[config.mk]
export PLATFORM = sky130hd
export DESIGN_NAME = pkt_len_delim
export DESIGN_NICKNAME = d
export VERILOG_FILES = /design/src/rtl/pkt_len_delim_pkg.sv /design/src/rtl/pld_len_tracker.sv /design/src/rtl/pld_out_slice.sv /design/src/rtl/pkt_len_delim.sv
export SDC_FILE = /design/constraint.sdc
export NUM_CORES = 1
export LEC_CHECK = 0
export BUFFER_PORTS_ARGS = -buffer_cell sky130_fd_sc_hd__buf_4
export CELL_PAD_IN_SITES_DETAIL_PLACEMENT = 1
export CELL_PAD_IN_SITES_GLOBAL_PLACEMENT = 1
export CORE_AREA = 4 4 125 127
export DETAILED_ROUTE_END_ITERATION = 7
export DIE_AREA = 0 0 129 131
export GPL_ROUTABILITY_DRIVEN = 0
export PLACE_DENSITY = 0.49
export SETUP_SLACK_MARGIN = 0.4
export SLEW_MARGIN = 20
export SYNTH_ARGS = -nofsm -noshare
export SYNTH_HDL_FRONTEND = slang
export SYNTH_HIERARCHICAL = 1
export SYNTH_SLANG_ARGS = --single-unit
[constraint.sdc]
create_clock -name clk -period 2.2 [get_ports clk]
set_input_delay 0.66 -clock clk [delete_from_list [all_inputs] [get_ports clk]]
set_output_delay 0.66 -clock clk [all_outputs]
set_load 0.03 [all_outputs]
[src/rtl/pkt_len_delim_pkg.sv]
package pkt_len_delim_pkg;
  typedef enum logic [1:0] {
    PH_LEN_HI = 2'd0,
    PH_LEN_LO = 2'd1,
    PH_BODY   = 2'd2
  } pld_phase_e;
endpackage

[src/rtl/pld_len_tracker.sv]
module pld_len_tracker
  import pkt_len_delim_pkg::*;
#(
  parameter int LEN_W = 16,
  parameter int CNT_W = LEN_W + 1
) (
  input  logic             clk,
  input  logic             rst_n,
  input  logic             step,
  input  logic [7:0]       byte_in,
  output logic             is_sop,
  output logic             is_eop,
  output logic [CNT_W-1:0] pos
);
  localparam int HI_W = LEN_W - 8;

  pld_phase_e        phase_q;
  logic [HI_W-1:0]   len_hi_q;
  logic [LEN_W-1:0]  remain_q;
  logic [CNT_W-1:0]  pos_q;
  logic [LEN_W-1:0]  full_len;

  assign full_len = {len_hi_q, byte_in};
  assign is_sop   = (phase_q == PH_LEN_HI);
  assign pos      = pos_q;

  always_comb begin
    unique case (phase_q)
      PH_LEN_LO: is_eop = (full_len == '0);
      PH_BODY:   is_eop = (remain_q == LEN_W'(1));
      default:   is_eop = 1'b0;
    endcase
  end

  always_ff @(posedge clk) begin
    if (!rst_n) begin
      phase_q  <= PH_LEN_HI;
      len_hi_q <= '0;
      remain_q <= '0;
      pos_q    <= '0;
    end else if (step) begin
      unique case (phase_q)
        PH_LEN_HI: begin
          len_hi_q <= byte_in[HI_W-1:0];
          phase_q  <= PH_LEN_LO;
          pos_q    <= CNT_W'(1);
        end
        PH_LEN_LO: begin
          if (full_len == '0) begin
            phase_q <= PH_LEN_HI;
            pos_q   <= '0;
          end else begin
            remain_q <= full_len;
            phase_q  <= PH_BODY;
            pos_q    <= CNT_W'(2);
          end
        end
        default: begin
          if (remain_q == LEN_W'(1)) begin
            phase_q <= PH_LEN_HI;
            pos_q   <= '0;
          end else begin
            pos_q <= pos_q + CNT_W'(1);
          end
          remain_q <= remain_q - LEN_W'(1);
        end
      endcase
    end
  end

  // the body phase never runs with nothing left to count
  a_r4_remain_nonzero: assert property (@(posedge clk) disable iff (!rst_n)
    (phase_q == PH_BODY) |-> (remain_q != '0));

  // an accepted end byte returns the parser to the header
  a_r6_eop_back_to_hdr: assert property (@(posedge clk) disable iff (!rst_n)
    (step && is_eop) |=> (phase_q == PH_LEN_HI));
endmodule

[src/rtl/pld_out_slice.sv]
module pld_out_slice #(
  parameter int W = 8
) (
  input  logic         clk,
  input  logic         rst_n,
  input  logic         s_valid,
  output logic         s_ready,
  input  logic [W-1:0] s_payload,
  output logic         m_valid,
  input  logic         m_ready,
  output logic [W-1:0] m_payload
);
  assign s_ready = !m_valid || m_ready;

  always_ff @(posedge clk) begin
    if (!rst_n) begin
      m_valid   <= 1'b0;
      m_payload <= '0;
    end else if (s_ready) begin
      m_valid <= s_valid;
      if (s_valid) m_payload <= s_payload;
    end
  end

  // a beat that is held back keeps its content
  a_r2_hold_stable: assert property (@(posedge clk) disable iff (!rst_n)
    (m_valid && !m_ready) |=> (m_valid && $stable(m_payload)));
endmodule

[src/rtl/pkt_len_delim.sv]
module pkt_len_delim #(
  parameter int LEN_W = 16,
  parameter int CNT_W = LEN_W + 1
) (
  input  logic             clk,
  input  logic             rst_n,
  input  logic             in_valid,
  output logic             in_ready,
  input  logic [7:0]       in_data,
  input  logic             in_page_end,
  output logic             out_valid,
  input  logic             out_ready,
  output logic [7:0]       out_data,
  output logic             out_page_end,
  output logic             out_sop,
  output logic             out_eop,
  output logic [CNT_W-1:0] out_pos
);
  localparam int PW = 8 + 3 + CNT_W;

  logic             fire;
  logic             t_sop;
  logic             t_eop;
  logic [CNT_W-1:0] t_pos;
  logic [PW-1:0]    in_pl;
  logic [PW-1:0]    out_pl;

  assign fire = in_valid && in_ready;

  pld_len_tracker #(.LEN_W(LEN_W), .CNT_W(CNT_W)) u_trk (
    .clk(clk), .rst_n(rst_n), .step(fire), .byte_in(in_data),
    .is_sop(t_sop), .is_eop(t_eop), .pos(t_pos)
  );

  assign in_pl = {in_page_end, t_sop, t_eop, t_pos, in_data};

  pld_out_slice #(.W(PW)) u_slice (
    .clk(clk), .rst_n(rst_n),
    .s_valid(in_valid), .s_ready(in_ready), .s_payload(in_pl),
    .m_valid(out_valid), .m_ready(out_ready), .m_payload(out_pl)
  );

  assign {out_page_end, out_sop, out_eop, out_pos, out_data} = out_pl;

  // checker state for ordering properties
  logic             last_eop_q;
  logic [CNT_W-1:0] last_pos_q;
  logic             seen_q;
  always_ff @(posedge clk) begin
    if (!rst_n) begin
      last_eop_q <= 1'b0;
      last_pos_q <= '0;
      seen_q     <= 1'b0;
    end else if (out_valid && out_ready) begin
      last_eop_q <= out_eop;
      last_pos_q <= out_pos;
      seen_q     <= 1'b1;
    end
  end

  // packet start sits at position zero
  a_r3_sop_at_zero: assert property (@(posedge clk) disable iff (!rst_n)
    (out_valid && out_sop) |-> (out_pos == '0));

  // the beat after an end beat opens a packet
  a_r6_sop_after_eop: assert property (@(posedge clk) disable iff (!rst_n)
    (out_valid && seen_q && last_eop_q) |-> out_sop);

  // positions within a packet rise by one
  a_r8_pos_step: assert property (@(posedge clk) disable iff (!rst_n)
    (out_valid && seen_q && !out_sop) |-> (out_pos == last_pos_q + CNT_W'(1)));
endmodule

* Word-level counts from Yosys, hierarchy flattened
Index checks and enable logic that the tools add are counted. W data, S select, Z words.
Word-level totals: bits in registers 72, output and inout port bits 30, input port bits 13, logic and storage cells 32
Cells by class: add/subtract/negate cells 2, equality and inequality tests 4, reductions and logical operators 10, bitwise logic cells 1, mux-type cells 9
Operator list (number):
- $pmux W17 S2 | 1
- $pmux W16 S2 | 1
- $add A17 B1 Y17 const B | 1
- $mux W17 | 1
- $eq A16 B1 Y1 const B | 1
- $logic_not A16 Y1 | 1
- $mux W16 | 1
- $sub A16 B1 Y16 const B | 1
- $mux W2 | 3
- $reduce_and A2 Y1 | 3
- $pmux W2 S2 | 1
- $reduce_and A3 Y1 | 1
- $reduce_bool A3 Y1 | 1
- $eq A2 B1 Y1 const B | 1
- $eq A2 B2 Y1 const B | 1
- $logic_not A2 Y1 | 1
- $ne A2 B2 Y1 const B | 1
- $pmux W1 S2 | 1
- $logic_and A1 B1 Y1 | 1
- $logic_not A1 Y1 | 1
- $logic_or A1 B1 Y1 | 1
- $not A1 Y1 | 1

* Logic depth before layout (Yosys ltp)
Gate-level depths: netlist of run 1.
depth in word-level cells 4, depth in mapped cells 8, depth with buffers taken out 8

* Cells and area by module
Netlist of run 1, hierarchy kept.
Modules (own cells, without submodules):
- pld_len_tracker | instances 1, seq. area each 860.8 µm², cells an instance 301, area each 2386.0 µm²
- pld_out_slice | instances 1, seq. area each 580.6 µm², cells an instance 126, area each 1189.9 µm²
- pkt_len_delim | instances 1, seq. area each 0.0 µm², cells an instance 1, area each 6.3 µm²

* Worst setup path before layout of run 1
Ideal clock, no wire load.
path kind input to register, start point in out_ready, end point reg u_trk.remain_q[13], arrival time 2.055 ns, path slack 0.030 ns, buffers on the path 0, setup time 0.115 ns, required time 2.085 ns, stages 6, path through nand2b_4 and2_1 or3b_2 o41ai_1 a21oi_1 and3_1
On the way: word-level cells in the longest chain between the ends 3
Ends and longest elaborated chain:
- start: declaration | RTL line pkt_len_delim.sv:12 | input logic out_ready,
- $logic_or A1 B1 Y1 | RTL line pld_out_slice.sv:13 | assign s_ready = !m_valid || m_ready;
- $logic_and A1 B1 Y1 | RTL line pkt_len_delim.sv:28 | assign fire = in_valid && in_ready;
- named net fire | RTL line pkt_len_delim.sv:21 | logic fire;
- $reduce_and A3 Y1 (no source line)
- end signal: assignment | RTL line pld_len_tracker.sv:53 | remain_q <= full_len;
- end signal: assignment | RTL line pld_len_tracker.sv:65 | remain_q <= remain_q - LEN_W'(1);
- end: declaration | RTL line pld_len_tracker.sv:19 | logic [LEN_W-1:0] remain_q;
The timed path passes the listed nets, and every way through them passes these cells. A chain may end at the register's enable or synchronous reset.

* Worst setup path after layout of run 1
start point reg u_trk.remain_q[0], end point reg u_trk.remain_q[9]
On the way: word-level cells in the longest chain between the ends 2
Ends and longest elaborated chain:
- $sub A16 B1 Y16 | RTL line pld_len_tracker.sv:65
- $pmux W16 S2 | RTL line pld_len_tracker.sv:42 | unique case (phase_q)
No other way between the ends.

==> results of run 1 <==
## state kept, by name, summed over array words and instances, names as in the netlist
name               count
u_trk/remain_q        16
u_slice/m_payload     28
u_slice/m_valid        1
u_trk/pos             17
u_trk/phase_q          2
u_trk/len_hi_q         8
## power breakdown
| group | leakage (nW) | switching [mW] | internal [mW] |
|---|---|---|---|
| logic | 1.19 | 0.505 | 0.449 |
| registers | 0.588 | 0.0809 | 1.37 |
| clock network | 0.149 | 0.608 | 1.00 |
| total | 1.93 | 1.19 | 2.81 |
## layer usage
layer  vias up  global-route usage, %  share of wire [%]
met5         -                      0                  0
met1      1568                   18.0                 48
li1       1651                      -                  -
met2        62                   21.3                 46
met3        12                   2.60                4.5
met4         0                   5.19                1.5
## cell usage after synthesis (all sizes together), types with 2 or more instances
cell type  number
dfxtp          72
xor2           10
buf            12
o22ai           4
o211ai          7
nand4           9
nor4            7
ha              6
o21ai          20
nand2         100
mux2i          30
a221oi          2
or3             2
a21boi         12
nand3          13
nor2           26
nor2b           5
nor3            5
o31ai           3
inv             9
xnor2           3
and4            3
o21a            2
or4             2
nor3b           2
and3            8
and2            4
nand2b          4
a31oi           5
clkbuf         13
o41ai           4
a21oi          11
## area by class of cell
class | instances | area (sq um) | share of cell area, %
flip-flops and latches | 72 | 1450 | 29.6
well taps | 184 | 230 | 4.70
clock inverters | 6 | 92.6 | 1.89
multi-input cells | 321 | 2160 | 44.1
clock buffers | 10 | 229 | 4.67
repair buffers | 89 | 696 | 14.2
inverters | 10 | 38.8 | 0.792
## worst max-delay path: cells and delay by family (launching register included)
family	cells	cell delay [ns]
flops	1	0.37
compound gates	3	0.69
simple gates	2	0.63
## how the worst max path moves through the flow
stage                                 start                 end  depth (start not counted)
final                     u_trk/remain_q[0]   u_trk/remain_q[9]                          5
after detailed placement          out_ready  u_trk/remain_q[13]                          7
after floorplan                   out_ready  u_trk/remain_q[13]                          6
after CTS                 u_trk/remain_q[1]  u_trk/remain_q[12]                          8
after global routing      u_trk/remain_q[7]   u_trk/remain_q[9]                          5
after global placement            out_ready  u_trk/remain_q[13]                          7
## per-stage QoR
stage / worst slack, ns / hold slack, ns
floorplan: 0.215 / 0.446
global placement: 0.112 / 0.442
detailed placement: 0.0738 / 0.454
CTS: 0.343 / 0.463
global route: 0.363 / 0.483
finish: 0.418 / 0.459
## cells by family (layout without fill, tap and decap cells)
kind of cell	count (synthesis)	count (layout)
adders and majority gates	6	6
AOI/OAI and AO/OA	78	78
and+or+nand+nor	194	194
buffers and inverters	35	115
DFF	72	72
muxes	30	30
xor gates and xnor gates	13	13
## what timing repair did
| item | in CTS | in global routing |
|---|---|---|
| pin swaps | 1 | 13 |
| setup buffers | 2 | 12 |
| gates resized for setup | 16 | 39 |
| endpoints found under the setup margin | 33 | 29 |
==> impl_metrics.env, run 1 <==
export IMPL_synth_fp_nets=447
export IMPL_outcome="finished, final reports clean"
export IMPL_peakVddDrop_uv=376
export IMPL_synth_avg_cell_area_sq_um=8.37
export IMPL_layout_drive_gt1_share_pct=29.9
export IMPL_mostFrequentLayoutCell="nand2_1"
export IMPL_synth_seq_cells=72
export IMPL_finalSetupViolCount=0
export IMPL_synth_top_cell_area_share_pct=40.2
export IMPL_power_density_nw_per_um2=818
export IMPL_critPathRequiredTime_ns=2.45
export IMPL_htreeDepth=3
export IMPL_dp_cells=662
export IMPL_tightest_slew_ns=0.503
export IMPL_ys_async_sr_fraction_pct=0
export IMPL_setup_tns_final_ns=0
export IMPL_synth_area_sq_um=3580
export IMPL_min_path_cells=2
export IMPL_rsz0062_at_grt="true"
export IMPL_fin_crit_ns=1.78
export IMPL_muxShareOfSynthArea_pct=8.38
export IMPL_p_leak_nw=1.93
export IMPL_die_area_sq_um=16900
export IMPL_clkLatencyLatePin_ns=0.34
export IMPL_finalWirelength_um=11100
export IMPL_layout_common_cells="98 x nand2_1, 84 x buf_4, 66 x dfxtp_1"
export IMPL_synthSimpleGateAreaFrac_pct=25.6
export IMPL_drt_pass1_iter_count=4
export IMPL_synthAdderAreaFrac_pct=2.10
export IMPL_synth_cell_type_count=54
export IMPL_max_cap_viol_count=0
export IMPL_die_w_um=129
export IMPL_cts_hold_buf=0
export IMPL_cts_made_buffers=9
export IMPL_hold_start="u_slice/m_payload[16]"
export IMPL_startpoint_type="flip-flop"
export IMPL_slew_viol_final=0
export IMPL_ys_top_cells_by_area="dfxtp_1 40%, nand2_1 10%, mux2i_1 8.4%"
export IMPL_grt_pass1_wl_um=17800
export IMPL_io_pins=43
export IMPL_cts_sinks=72
export IMPL_whs_endpoint="u_slice/m_payload[16]"
export IMPL_crit_arrival_ns=2.03
export IMPL_r2r_cells=5
export IMPL_max_slew_margin_pct=66.4
export IMPL_grt_ovfl_total=0
export IMPL_ant_nets=0
export IMPL_synth_edf_count=0
export IMPL_final_core_util_pct=34.0
export IMPL_min_path_type="flip-flop to flip-flop"
export IMPL_synth_flop_cell="dfxtp_1"
export IMPL_fp_row_count=44
export IMPL_grt_pass1_vias=3230
export IMPL_total_power_mw=4.01
export IMPL_path_max_fanout=7
export IMPL_placed_cell_area_sq_um=4250
export IMPL_clock_root_buffer="clkbuf_16"
export IMPL_wire_per_inst_um=16.0
export IMPL_synth_top_cell_by_area="dfxtp_1"
export IMPL_dp_hpwl_um=7960
export IMPL_yosys_area_share_xor_xnor_pct=3.18
export IMPL_finalCritPeriodShare_pct=81.0
export IMPL_die_y_um=131
export IMPL_antenna_cells=0
export IMPL_final_nets=522
export IMPL_clock_skew_ns=0.00797
export IMPL_vias=3293
export IMPL_fillCellCount=1682
export IMPL_yosysSeqAreaShare_pct=40.2
export IMPL_synth_cells=428
export IMPL_max_clock_freq_mhz=561
export IMPL_vias_per_cell=4.76
export IMPL_path_class="flip-flop to flip-flop"
export IMPL_drt_iter0_markers=206
export IMPL_fin_area_sq_um=4900
export IMPL_synthToLayoutAreaGrowth_pct=36.8
export IMPL_cp_end_kind="flip-flop"
export IMPL_grt_usage_pct=13.4
export IMPL_rr_startpoint="u_trk/remain_q[0]"
export IMPL_fin_cells=692
export IMPL_reg2reg_slack_ns=0.42
export IMPL_path_cells="or4_4 > o41a_1 > o21ai_1 > nand2_1 > a221oi_1"
export IMPL_synth_top_family_by_area="simple AND/OR/NAND/NOR gates"
export IMPL_path_clk_slew_ns=0.06
export IMPL_coreArea_sq_um=14400
export IMPL_crit_slowest_cell="or4_4"
export IMPL_finalHoldViolations=0
export IMPL_critPathMaxStageDelay_ns=0.56
export IMPL_cts_tree="yes"
export IMPL_synth_compound_area_share_pct=14.6
export IMPL_antenna_found_initial=0
export IMPL_clock_path_buffers=2
export IMPL_initial_utilization_pct=24.8
export IMPL_reg2reg_to="u_trk/remain_q[9]"
export IMPL_io_buffer_count=42
export IMPL_route_detailed_drc=0
export IMPL_grt_max_degree=33
export IMPL_yosysWarnings=6
No activity file was read; power rests on OpenSTA's default activity.
==> inputs of run 2 (changes only) <==
==> constraint.sdc (replaced) <==
create_clock -name clk -period 1.9 [get_ports clk]
set_input_delay 0.57 -clock clk [delete_from_list [all_inputs] [get_ports clk]]
set_output_delay 0.57 -clock clk [all_outputs]
set_load 0.03 [all_outputs]
==> impl_metrics.env, run 2 (synthesized netlist as in run 1, its figures left out) <==
export IMPL_die_area_sq_um=16900
export IMPL_synthToLayoutAreaGrowth_pct=55.8
export IMPL_io_buffer_count=42
export IMPL_htreeDepth=3
export IMPL_dp_hpwl_um=8200
export IMPL_slew_viol_final=0
export IMPL_grt_usage_pct=14.8
export IMPL_crit_arrival_ns=2.13
export IMPL_die_w_um=129
export IMPL_p_int_mw=3.59
export IMPL_dp_cells=678
export IMPL_cp_buffers_inverters=1
export IMPL_finalSetupViolCount=0
export IMPL_ant_nets=0
export IMPL_fillCellCount=1677
export IMPL_clock_path_buffers=2
export IMPL_p_sw_share_pct=29.9
export IMPL_power_share_clock_pct=39.8
export IMPL_final_nets=556
export IMPL_antenna_found_initial=0
export IMPL_pwr_share_comb_pct=27.6
export IMPL_grt_max_degree=36
export IMPL_layout_drive_gt1_share_pct=40.6
export IMPL_rsz0062_at_grt="true"
export IMPL_drt_iter0_markers=174
export IMPL_antenna_cells=0
export IMPL_io_pins=43
export IMPL_tightest_slew_ns=0.414
export IMPL_route_detailed_drc=0
export IMPL_finalWirelength_um=12200
export IMPL_seq_area_sq_um=1460
export IMPL_mostFrequentLayoutCell="buf_4"
export IMPL_clock_root_buffer="clkbuf_16"
export IMPL_outcome="finished, final reports clean"
export IMPL_path_max_fanout=3
export IMPL_startpoint_type="flip-flop"
export IMPL_max_clock_freq_mhz=533
export IMPL_cts_sinks=72
export IMPL_switching_power_mw=1.53
export IMPL_p_seq_share_pct=32.5
export IMPL_max_cap_viol_count=0
export IMPL_path_cells="buf_6 > or4_4 > o41a_1 > o21ai_1 > nand2_1 > a221oi_2"
export IMPL_crit_slowest_cell="or4_4"
export IMPL_largest_reg_flops=28
export IMPL_grt_ovfl_total=0
export IMPL_clock_skew_ns=0.00459
export IMPL_critPathRequiredTime_ns=2.16
export IMPL_finalHoldViolations=0
export IMPL_p_leak_nw=2.20
export IMPL_fin_crit_ns=1.88
export IMPL_critPathMaxStageDelay_ns=0.55
export IMPL_vias=3494
export IMPL_power_density_nw_per_um2=917
export IMPL_cp_top_family="compound AO/OA/AOI/OAI gates"
export IMPL_die_y_um=131
export IMPL_finalCritPeriodShare_pct=98.7
export IMPL_initial_utilization_pct=24.8
export IMPL_path_clk_slew_ns=0.06
export IMPL_min_path_type="flip-flop to flip-flop"
export IMPL_grt_pass1_wl_um=19600
export IMPL_grt_pass1_vias=3536
export IMPL_cts_hold_buf=0
export IMPL_vias_per_cell=4.81
export IMPL_wire_per_inst_um=16.9
export IMPL_cp_end_kind="flip-flop"
export IMPL_layout_common_cells="96 x buf_4, 95 x nand2_1, 62 x dfxtp_1"
export IMPL_cts_made_buffers=9
export IMPL_peakVddDrop_uv=401
export IMPL_clkLatencyLatePin_ns=0.34
export IMPL_multi_input_area_sq_um=2420
export IMPL_coreArea_sq_um=14400
export IMPL_cts_tree="yes"
export IMPL_path_class="flip-flop to flip-flop"
export IMPL_fin_cells=726
export IMPL_max_slew_margin_pct=72.1
export IMPL_setup_tns_final_ns=0
export IMPL_largest_register="u_slice/m_payload"
export IMPL_drt_pass1_iter_count=4
export IMPL_fp_row_count=44
-- run 2: worst reg2reg max path, stage by stage, from the launching register on --
cell,delay [ns]
dfxtp_2,0.34
buf_6,0.13
or4_4,0.55
o41a_1,0.38
o21ai_1,0.14
nand2_1,0.08
a221oi_2,0.17
-- run 2: timing repair --
item,4_1_cts,5_1_grt
pin swaps,26,17
cloned,2,0
resized for setup,83,47
buffers inserted,23,7
setup endpoints to repair,37,44
-- run 2: path summary, 6_finish.rpt --
check,start,to,slack [ns],cells after the start
max,u_trk/remain_q[1],u_trk/remain_q[9],0.02,6
min,u_slice/m_payload[4],u_slice/m_payload[4],0.46,2
max reg2reg,u_trk/remain_q[1],u_trk/remain_q[9],0.02,6
min reg2reg,u_slice/m_payload[4],u_slice/m_payload[4],0.46,2
-- run 2: cell type report --
cell class                 count  area share, %
sequential                    72           26.1
multi-input combinational    321           43.4
tap                          184           4.12
timing repair buffer         123           19.2
inverter                      10          0.852
clock inverter                 6           2.04
clock buffer                  10           4.28
-- run 2: stage by stage --
| step | power, mW | util (%) | hold slack (ns) | setup WS [ns] | area [sq um] |
|---|---|---|---|---|---|
| after global routing | 5.36 | 38.7 | 0.476 | -0.0548 | 5580 |
| after floorplan | 2.28 | - | 0.450 | 0.00525 | 3710 |
| after global placement | 2.67 | 30.9 | 0.443 | -0.153 | 4460 |
| after CTS | 5.04 | 37.0 | 0.462 | 0.0724 | 5340 |
| after detailed placement | 2.67 | 30.9 | 0.448 | -0.227 | 4460 |
| final | 5.12 | 38.7 | 0.456 | 0.0238 | 5580 |
-- run 2: power groups by stage --
stage               Combinational, mW  Sequential (mW)  Clock, mW
global route                     1.52             1.68       2.16
finish                           1.41             1.67       2.04
detailed placement              0.994             1.68          0
CTS                              1.29             1.66       2.10
floorplan                       0.583             1.70          0
global placement                0.991             1.68          0
-- run 2: metal layers --
metal | track usage, % | part of all wire [%] | vias to the layer above
li1 | - | - | 1726
met1 | 19.9 | 48 | 1690
met2 | 23.8 | 47 | 61
met3 | 2.40 | 3.3 | 17
met4 | 5.99 | 1.8 | 0
met5 | 0 | 0 | -
